$ cat src/rtl/pbg_pkg.sv
package pbg_pkg;
    localparam int LANES = 8;
    localparam int OFF_W = 3;

    typedef enum logic [1:0] {
        ES_BYTE = 2'd0,
        ES_HALF = 2'd1,
        ES_WORD = 2'd2,
        ES_RSVD = 2'd3
    } esize_e;
endpackage

$ cat src/rtl/pbg_lane_mask.sv
module pbg_lane_mask
    import pbg_pkg::*;
(
    input  logic [OFF_W-1:0] first_lane,
    input  logic [OFF_W:0]   n_lanes,
    output logic [LANES-1:0] mask
);
    localparam int SUM_W = OFF_W + 2;

    logic [SUM_W-1:0] end_lane;
    assign end_lane = SUM_W'(first_lane) + SUM_W'(n_lanes);

    // one comparator pair per byte lane
    for (genvar i = 0; i < LANES; i++) begin : g_lane
        assign mask[i] = (SUM_W'(i) >= SUM_W'(first_lane)) && (SUM_W'(i) < end_lane);
    end
endmodule

$ cat src/rtl/pbg_beat_slice.sv
module pbg_beat_slice
    import pbg_pkg::*;
#(
    parameter int REM_W = 18
) (
    input  logic [OFF_W-1:0] offset,
    input  logic [REM_W-1:0] rem_bytes,
    input  logic [1:0]       esize,
    output logic [OFF_W:0]   nbytes,
    output logic [OFF_W:0]   count,
    output logic [LANES-1:0] be
);
    logic [OFF_W:0] room;

    always_comb begin
        room = (OFF_W+1)'(LANES) - (OFF_W+1)'(offset);
        if (rem_bytes < REM_W'(room)) begin
            nbytes = rem_bytes[OFF_W:0];
        end else begin
            nbytes = room;
        end
        count = nbytes >> esize;
    end

    pbg_lane_mask u_mask (
        .first_lane (offset),
        .n_lanes    (nbytes),
        .mask       (be)
    );
endmodule

$ cat src/rtl/pack_be_gen.sv
module pack_be_gen
    import pbg_pkg::*;
#(
    parameter int ADDR_W = 32,
    parameter int LEN_W  = 16
) (
    input  logic              clk,
    input  logic              rst_n,
    input  logic              req_valid,
    output logic              req_ready,
    input  logic [ADDR_W-1:0] req_addr,
    input  logic [LEN_W-1:0]  req_len,
    input  logic [1:0]        req_esize,
    output logic              beat_valid,
    input  logic              beat_ready,
    output logic [ADDR_W-1:0] beat_addr,
    output logic [7:0]        beat_be,
    output logic [3:0]        beat_count,
    output logic              done,
    output logic              err
);
    localparam int REM_W = LEN_W + 2;
    localparam int WA_W  = ADDR_W - OFF_W;

    typedef struct packed {
        logic              busy;
        logic [ADDR_W-1:0] addr;
        logic [REM_W-1:0]  rem;
        logic [1:0]        esz;
        logic              done;
        logic              err;
    } state_t;

    state_t s_d, s_q;

    logic [OFF_W:0]   slice_bytes;
    logic [OFF_W:0]   slice_count;
    logic [LANES-1:0] slice_be;
    logic             misaligned;
    logic             take_req;

    pbg_beat_slice #(.REM_W(REM_W)) u_slice (
        .offset    (s_q.addr[OFF_W-1:0]),
        .rem_bytes (s_q.rem),
        .esize     (s_q.esz),
        .nbytes    (slice_bytes),
        .count     (slice_count),
        .be        (slice_be)
    );

    always_comb begin
        unique case (esize_e'(req_esize))
            ES_BYTE: misaligned = 1'b0;
            ES_HALF: misaligned = req_addr[0];
            ES_WORD: misaligned = |req_addr[1:0];
            default: misaligned = 1'b1;
        endcase
    end

    assign take_req = req_valid && !s_q.busy;

    always_comb begin
        s_d      = s_q;
        s_d.done = 1'b0;
        s_d.err  = 1'b0;
        if (take_req) begin
            if (misaligned) begin
                s_d.err = 1'b1;
            end else if (req_len == '0) begin
                s_d.done = 1'b1;
            end else begin
                s_d.busy = 1'b1;
                s_d.addr = req_addr;
                s_d.esz  = req_esize;
                s_d.rem  = REM_W'(req_len) << req_esize;
            end
        end else if (s_q.busy && beat_ready) begin
            s_d.addr = {s_q.addr[ADDR_W-1:OFF_W] + WA_W'(1), {OFF_W{1'b0}}};
            s_d.rem  = s_q.rem - REM_W'(slice_bytes);
            if (s_q.rem == REM_W'(slice_bytes)) begin
                s_d.busy = 1'b0;
                s_d.done = 1'b1;
            end
        end
    end

    always_ff @(posedge clk) begin
        if (!rst_n) begin
            s_q <= '0;
        end else begin
            s_q <= s_d;
        end
    end

    assign req_ready  = !s_q.busy;
    assign beat_valid = s_q.busy;
    assign beat_addr  = {s_q.addr[ADDR_W-1:OFF_W], {OFF_W{1'b0}}};
    assign beat_be    = slice_be;
    assign beat_count = slice_count;
    assign done       = s_q.done;
    assign err        = s_q.err;

    // offered addresses are word aligned
    a_r5_word_aligned: assert property (@(posedge clk) disable iff (!rst_n)
        beat_valid |-> (beat_addr[OFF_W-1:0] == '0));

    // consecutive accesses step by one word
    a_r5_step_word: assert property (@(posedge clk) disable iff (!rst_n)
        (beat_valid && beat_ready) ##1 beat_valid |-> beat_addr == $past(beat_addr) + ADDR_W'(LANES));

    // an offer held back keeps its contents
    a_r10_hold_offer: assert property (@(posedge clk) disable iff (!rst_n)
        (beat_valid && !beat_ready) |=> beat_valid && $stable(beat_addr) && $stable(beat_be) && $stable(beat_count));

    // lane count matches element count times element size
    a_r9_count_lanes: assert property (@(posedge clk) disable iff (!rst_n)
        beat_valid |-> ($countones(beat_be) == (int'(beat_count) << s_q.esz)) && (beat_be != '0));

    // enabled lanes form one contiguous run
    a_r6_contiguous: assert property (@(posedge clk) disable iff (!rst_n)
        beat_valid |-> ((beat_be + (beat_be & (~beat_be + 8'd1))) & beat_be) == 8'd0);

    // accesses after the first start at lane 0
    a_r8_from_lane0: assert property (@(posedge clk) disable iff (!rst_n)
        (beat_valid && beat_ready) ##1 beat_valid |-> beat_be[0]);

    // no new request while a transfer runs; done is a single pulse
    a_r11_busy_blocks: assert property (@(posedge clk) disable iff (!rst_n)
        beat_valid |-> !req_ready);
    a_r11_done_pulse: assert property (@(posedge clk) disable iff (!rst_n)
        done |=> !done);

    // completion and rejection never coincide with an offer
    a_r3_err_alone: assert property (@(posedge clk) disable iff (!rst_n)
        err |-> !done && !beat_valid);
    a_r4_done_alone: assert property (@(posedge clk) disable iff (!rst_n)
        done |-> !beat_valid);
endmodule

$ cat config.mk
export PLATFORM = sky130hd
export DESIGN_NAME = pack_be_gen
export DESIGN_NICKNAME = d
export VERILOG_FILES = /design/src/rtl/pbg_pkg.sv /design/src/rtl/pbg_lane_mask.sv /design/src/rtl/pbg_beat_slice.sv /design/src/rtl/pack_be_gen.sv
export SDC_FILE = /design/constraint.sdc
export NUM_CORES = 1
export LEC_CHECK = 0
export BUFFER_PORTS_ARGS = -buffer_cell sky130_fd_sc_hd__buf_2
export CORE_ASPECT_RATIO = 0.8
export CORE_MARGIN = 2
export CORE_UTILIZATION = 45
export CTS_CLUSTER_SIZE = 10
export DETAILED_ROUTE_END_ITERATION = 10
export GPL_ROUTABILITY_DRIVEN = 0
export PLACE_DENSITY = 0.78
export SYNTH_ARGS = -nofsm -noshare
export SYNTH_HDL_FRONTEND = slang
export SYNTH_SLANG_ARGS = --single-unit
$ cat constraint.sdc
create_clock -name clk -period 6 [get_ports clk]
set_clock_uncertainty 0.05 [all_clocks]
set_input_delay 1.2 -clock clk [delete_from_list [all_inputs] [get_ports clk]]
set_output_delay 1.2 -clock clk [all_outputs]
set_load 0.1 [all_outputs]
* Word-level counts from Yosys, hierarchy flattened *
Cells that the tools add are included.

word-level totals
  bits of input ports = 54
  output and inout bits = 48
  register bits = 55

cells by class
  reduce and logical (&&, ||, !) cells = 19
  shift-type cells = 2
  order comparisons = 16
  eq/ne operators = 5
  multiplexer cells = 12
  add/subtract/negate cells = 4
  bitwise logic cells = 2

operators by type and width
  kind                                                        number
  2-to-1 mux 51 bit                                           2
  2-to-1 mux 54 bit                                           1
  2-to-1 mux 53 bit                                           1
  adder 29 x 1 -> 29 bit (second input constant)              1
  less-than comparator 3 x 5 -> 1 bit (first input constant)  4
  equality test 18 x 4 -> 1 bit                               1
  less-than comparator 18 x 4 -> 1 bit                        1
  << shifter 16 x 2 -> 18 bit                                 1
  subtractor 18 x 4 -> 18 bit                                 1
  zero test 16 bit                                            1
  less-than comparator 1 x 5 -> 1 bit (first input constant)  2
  less-than comparator 2 x 5 -> 1 bit (first input constant)  2
  >= comparator 3 bit (first input constant)                  3
  logical AND 1 bit                                           9
  >= comparator 1 x 3 -> 1 bit (first input constant)         2
  >= comparator 2 x 3 -> 1 bit (first input constant)         2
  2-to-1 mux 1 bit                                            6
  AND reduction 3 bit                                         2
  adder 3 x 4 -> 5 bit                                        1
  2-to-1 mux 4 bit                                            1
  != test 2 bit (second input constant)                       2
  AND reduction 4 bit                                         1
  nonzero test 2 bit                                          2
  right shift 4 x 2 -> 4 bit                                  1
  other kinds (9)                                             10

* Logic depth before layout (Yosys ltp) *
  depth in word-level cells = 7
  gate-level depth with buffers = 20
  depth with buffers taken out = 19

* Modules after synthesis *
Synthesis repeated with hierarchy kept, for this count alone.

unflattened totals
  cells, all modules = 578
  area total of the unflattened synthesis = 4406.7 um^2

modules (own cells, without submodules)
  module          area an instance (um^2)  cells each  times used
  pack_be_gen     3853.7                   517         1
  pbg_beat_slice  317.8                    33          1
  pbg_lane_mask   235.2                    28          1

* Worst setup path after synthesis *
OpenSTA, ideal clock, no wires.

  path kind = reg2out
  from = reg s_q[23] (netlist bit)
  to = out beat_be[1]
  cell stages (with the launch flop) = 16
  buffers on the path = 2
  path slack = -0.800 ns
  data arrival time = 5.550 ns
  required time = 4.750 ns
  cell sequence = dfxtp_1 clkbuf_1 inv_1 ha_1 ha_1 inv_1 ha_1 o21a_1 a21o_1 buf_6 a21o_2 xnor2_1 ha_1 o211ai_1 o21ai_0 a311oi_1

between the ends
  longest elaborated chain between the ends = 6
  elaborated cells between the ends (all ways) = 7
  classes of those cells = add/sub: 2; order compare: 3; mux: 1; reduce/logical: 1

RTL lines
  what                                  line                  source
  start: declaration                    pack_be_gen.sv:34     state_t s_d, s_q;
  start signal: assignment              pack_be_gen.sv:89     s_q <= '0;
  start signal: assignment              pack_be_gen.sv:91     s_q <= s_d;
  subtractor 4 x 3 -> 4 bit             pbg_beat_slice.sv:16  room = (OFF_W+1)'(LANES) - (OFF_W+1)'(offset);
  less-than comparator 18 x 4 -> 1 bit  pbg_beat_slice.sv:17  if (rem_bytes < REM_W'(room)) begin
  2-to-1 mux 4 bit                      pbg_beat_slice.sv:17
  adder 3 x 4 -> 5 bit                  pbg_lane_mask.sv:11   assign end_lane = SUM_W'(first_lane) + SUM_W'(n_lanes);
  less-than comparator 1 x 5 -> 1 bit   pbg_lane_mask.sv:15   assign mask[i] = (SUM_W'(i) >= SUM_W'(first_lane)) && (SUM_W'(i) < end_lane);
  logical AND 1 bit *                   pbg_lane_mask.sv:15
  end: declaration                      pack_be_gen.sv:17     output logic [7:0] beat_be,

Mark *: on every way between the ends. The rest lies on a longest branch, timed or not.

* Final worst setup path *
  from = reg s_q[23] (netlist bit)
  to = out beat_be[6]

between the ends
  longest elaborated chain between the ends = 6
  elaborated cells between the ends (all ways) = 7
  classes of those cells = add/sub: 2; order compare: 3; mux: 1; reduce/logical: 1

RTL lines
  what                                  line
  subtractor 4 x 3 -> 4 bit             pbg_beat_slice.sv:16
  less-than comparator 18 x 4 -> 1 bit  pbg_beat_slice.sv:17
  2-to-1 mux 4 bit                      pbg_beat_slice.sv:17
  adder 3 x 4 -> 5 bit                  pbg_lane_mask.sv:11
  less-than comparator 3 x 5 -> 1 bit   pbg_lane_mask.sv:15
  logical AND 1 bit *                   pbg_lane_mask.sv:15

Marks and branches as above.

==> summary.md <==
| Metric | Value |
|---|---|
| Hold slack | 0.481 ns |
| RSZ-0062 raised after global routing | false |
| Die Width | 116 µm |
| FMAX | 178 MHz |
| Die ar. | 10800 µm² |
| Initial Utilization | 0.464 |
| Max Cap Violations | 0 |
| Syn Area/Cell | 7.55 µm² |
| Synth Flop Type | dfxtp_1 |
| Setup TNS | 0 ns |
| I/O pin cnt | 102 |
| Hold Fails Final Rpt | 0 |
| Global-route wire length before repair | 21000 µm |
| Startpoint Class | flip-flop |
| Worst Path Arrival | 4.37 ns |
| Maximum clock insertion buffer count | 2 |
| Vias | 4732 |
| Cell variety after synth | 74 |
| Number of flops mapped to enable cells by yosys | 0 |
| Synth Register Bits | 55 |
| H-tree levels | 2 |
| Post-synthesis to final-layout area growth | 10.4% |
| Max-slew violation total from the final report | 0 |
| Crit path max fanout | 12 |
| Die Ht | 93.5 µm |
| DRT antenna net count | 0 |
| Clock latency on the worst-skew pair | 0.29 ns |
| Worst-Margin Slew | 1.13 ns |
| Pwr Total | 1.69 mW |
| Fin crit period | 5.62 ns |
| Design Area, Final | 4970 µm² |
| CTS tree | built |
| Layout cell share with drive strength beyond 1 | 0.225 |
| Inserted Clock Buffers | 5 |
| Number of global-route vias before repair | 4371 |
| Iter 0 DRT Violations | 428 |
| Clock transition at the registers of the reported paths | 0.07 ns |
| Hpwl dp | 9210 µm |
| Avg Vias per Cell | 6.09 |
| Buffers on Ports | 98 |
| Mapped Area | 4500 µm² |
| Placed inst area | 4820 µm² |
| Lkg Pwr | 2.02 nW |
| P per Cell Area | 340 nW/µm² |
| DRT Pass-1 Iters | 7 |
| Worst hold path type | flip-flop to flip-flop |
| Drt wl/cell | 16.7 µm |
| Antenna cells | 0 |
| Placed cells | 769 |
| Crit end category | output port |
| Crit Path Class | flip-flop to output port |
| Worst slew margin | 0.242 |
| CTS Hold Bufs | 0 |
| Total global routing overflow | 0 |
| WP data required | 4.75 ns |
| Final setup viols | 0 |
| Clock Tree Root | clkbuf_16 |
| Register area share after synthesis | 0.245 |
| Row count | 32 |
| Worst VDD drop | 0.000178 V |
| WL final | 13000 µm |
| Fraction of registers with async set/reset | 0 |
| Core Footprint | 9690 µm² |
| Num Clock Sinks | 55 |
| Fin cells | 777 |
| Initial antenna violation count | 0 |
| Largest net degree at the start of global routing | 41 |
| Overall routing resource usage | 0.237 |
| Final routed DRC violation total | 0 |
| Cell count after synthesis | 596 |
| Final period util | 0.937 |
| Outcome | completed |
| Synthesis Warnings | 0 |
| Nets | 708 |
area by class of cell:
class                           count  area, µm²
Fill cell                         958       4720
Clock inverter                      2       12.5
Timing Repair Buffer              103        531
Multi-Input combinational cell    456       2950
Sequential cell                    55       1100
Tap cell                          136        170
Inverter                           19       71.3
Clock buffer                        6        129
layout by cell type, fill, tap and decap left out, types with 5 or more instances in the layout:
master | Yosys | routed
buf_2 | 2 | 97
nand2_1 | 68 | 68
dfxtp_1 | 55 | 54
nor2_1 | 51 | 51
o21ai_0 | 49 | 49
a21oi_1 | 41 | 41
nand3_1 | 20 | 20
nor3_1 | 17 | 17
inv_1 | 17 | 17
mux2i_1 | 14 | 14
nor4_1 | 14 | 14
ha_1 | 14 | 14
xnor2_1 | 11 | 11
a31oi_1 | 9 | 9
a221oi_1 | 9 | 9
and3_1 | 9 | 9
nand2b_1 | 8 | 8
nand4_1 | 8 | 8
a211oi_1 | 8 | 7
a222oi_1 | 6 | 6
a211oi_2 | 4 | 5
nor2b_1 | 5 | 5
a32oi_1 | 5 | 5
clkbuf_16 | 0 | 5
buf_4 | 32 | 5
worst max-delay path, stage by stage, from the launching register on:
cell      delay [ns]
dfxtp_2         0.45
inv_1           0.14
ha_1            0.24
ha_1            0.38
inv_1           0.11
ha_1            0.29
o21a_1          0.24
a21o_2          0.36
a21o_2          0.28
xnor2_1         0.13
ha_1            0.23
a221oi_1        0.31
xnor2_1         0.22
nand3_1         0.13
a22oi_2         0.13
buf_2           0.44
where the power goes:
group	switching (mW)	leakage [nW]	internal (mW)
clock network	0.136	0.0669	0.155
registers	0.0482	0.451	0.398
logic	0.716	1.50	0.238
total	0.900	2.02	0.790
registers in the layout (all words and copies together) (netlist names):
name	cells
done	1
beat_addr	29
beat_valid	1
s_q	23
err	1
final timing paths:
check | endpoint | slack, ns | from | cells after the start
worst max-delay path | beat_be[6] | 0.38 | s_q[23]$_SDFFE_PN0P_ | 15
worst min register to register | s_q[22]$_SDFFE_PN0P_ | 0.48 | s_q[22]$_SDFFE_PN0P_ | 2
worst min-delay path | s_q[22]$_SDFFE_PN0P_ | 0.48 | s_q[22]$_SDFFE_PN0P_ | 2
worst max register to register | s_q[21]$_SDFFE_PN0P_ | 1.51 | s_q[23]$_SDFFE_PN0P_ | 17
routing by layer:
| metal | GRT usage | share of wire | vias to the layer above |
|---|---|---|---|
| met5 | 0 | 0 | - |
| met4 | 0.0635 | 0.015 | 0 |
| met3 | 0.0395 | 0.058 | 23 |
| met2 | 0.380 | 0.45 | 176 |
| met1 | 0.330 | 0.47 | 2269 |
| li1 | - | - | 2264 |
stage by stage:
stage               utilization  worst slack (ns)
finish                    0.513             0.376
floorplan                     -            -0.800
global route              0.513             0.179
CTS                       0.512             0.139
global placement          0.498             0.685
detailed placement        0.498             0.457
synth_stat cells (4+ instances only):
cell	count	area (µm²)
nor2_1	51	191
a221oi_1	9	78.8
and4_1	4	35.0
o21a_1	4	30.0
inv_1	17	63.8
mux4_2	4	90.1
clkbuf_1	28	105
o21ai_0	49	245
a211oi_1	8	60.1
nor2b_1	5	31.3
a31oi_1	9	56.3
buf_1	4	15.0
nor4_1	14	87.6
o31a_1	4	35.0
a222oi_1	6	60.1
mux2i_1	14	140
nand4_1	8	50.1
and3_1	9	56.3
a32oi_1	5	43.8
buf_4	32	240
nor3_1	17	85.1
nand2_1	68	255
ha_1	14	175
xnor2_1	11	96.3
a21oi_1	41	205
o22ai_1	4	25.0
dfxtp_1	55	1100
a211oi_2	4	50.1
nand2b_1	8	50.1
nand3_1	20	100
logic make-up (layout without fill, tap and decap cells):
family,after synthesis,count (layout),synth area share
AO/OA/AOI/OAI,181,181,0.275
XOR/XNOR,12,12,0.0234
adder cells (fa/ha/maj),15,15,0.0411
buffers and inverters,87,130,0.103
flip-flops,55,55,0.245
multiplexers,22,22,0.0637
other,1,3,0.000833
AND/OR/NAND/NOR,223,223,0.248
what timing repair did:
| action | 4_1_cts | 5_1_grt |
|---|---|---|
| buffers inserted | 0 | 0 |
| endpoints found under the hold margin | 0 | 0 |
| setup endpoints to repair | 0 | 8 |
| resized for setup | 0 | 3 |
Note: power is estimated with default switching activity, not from simulation.
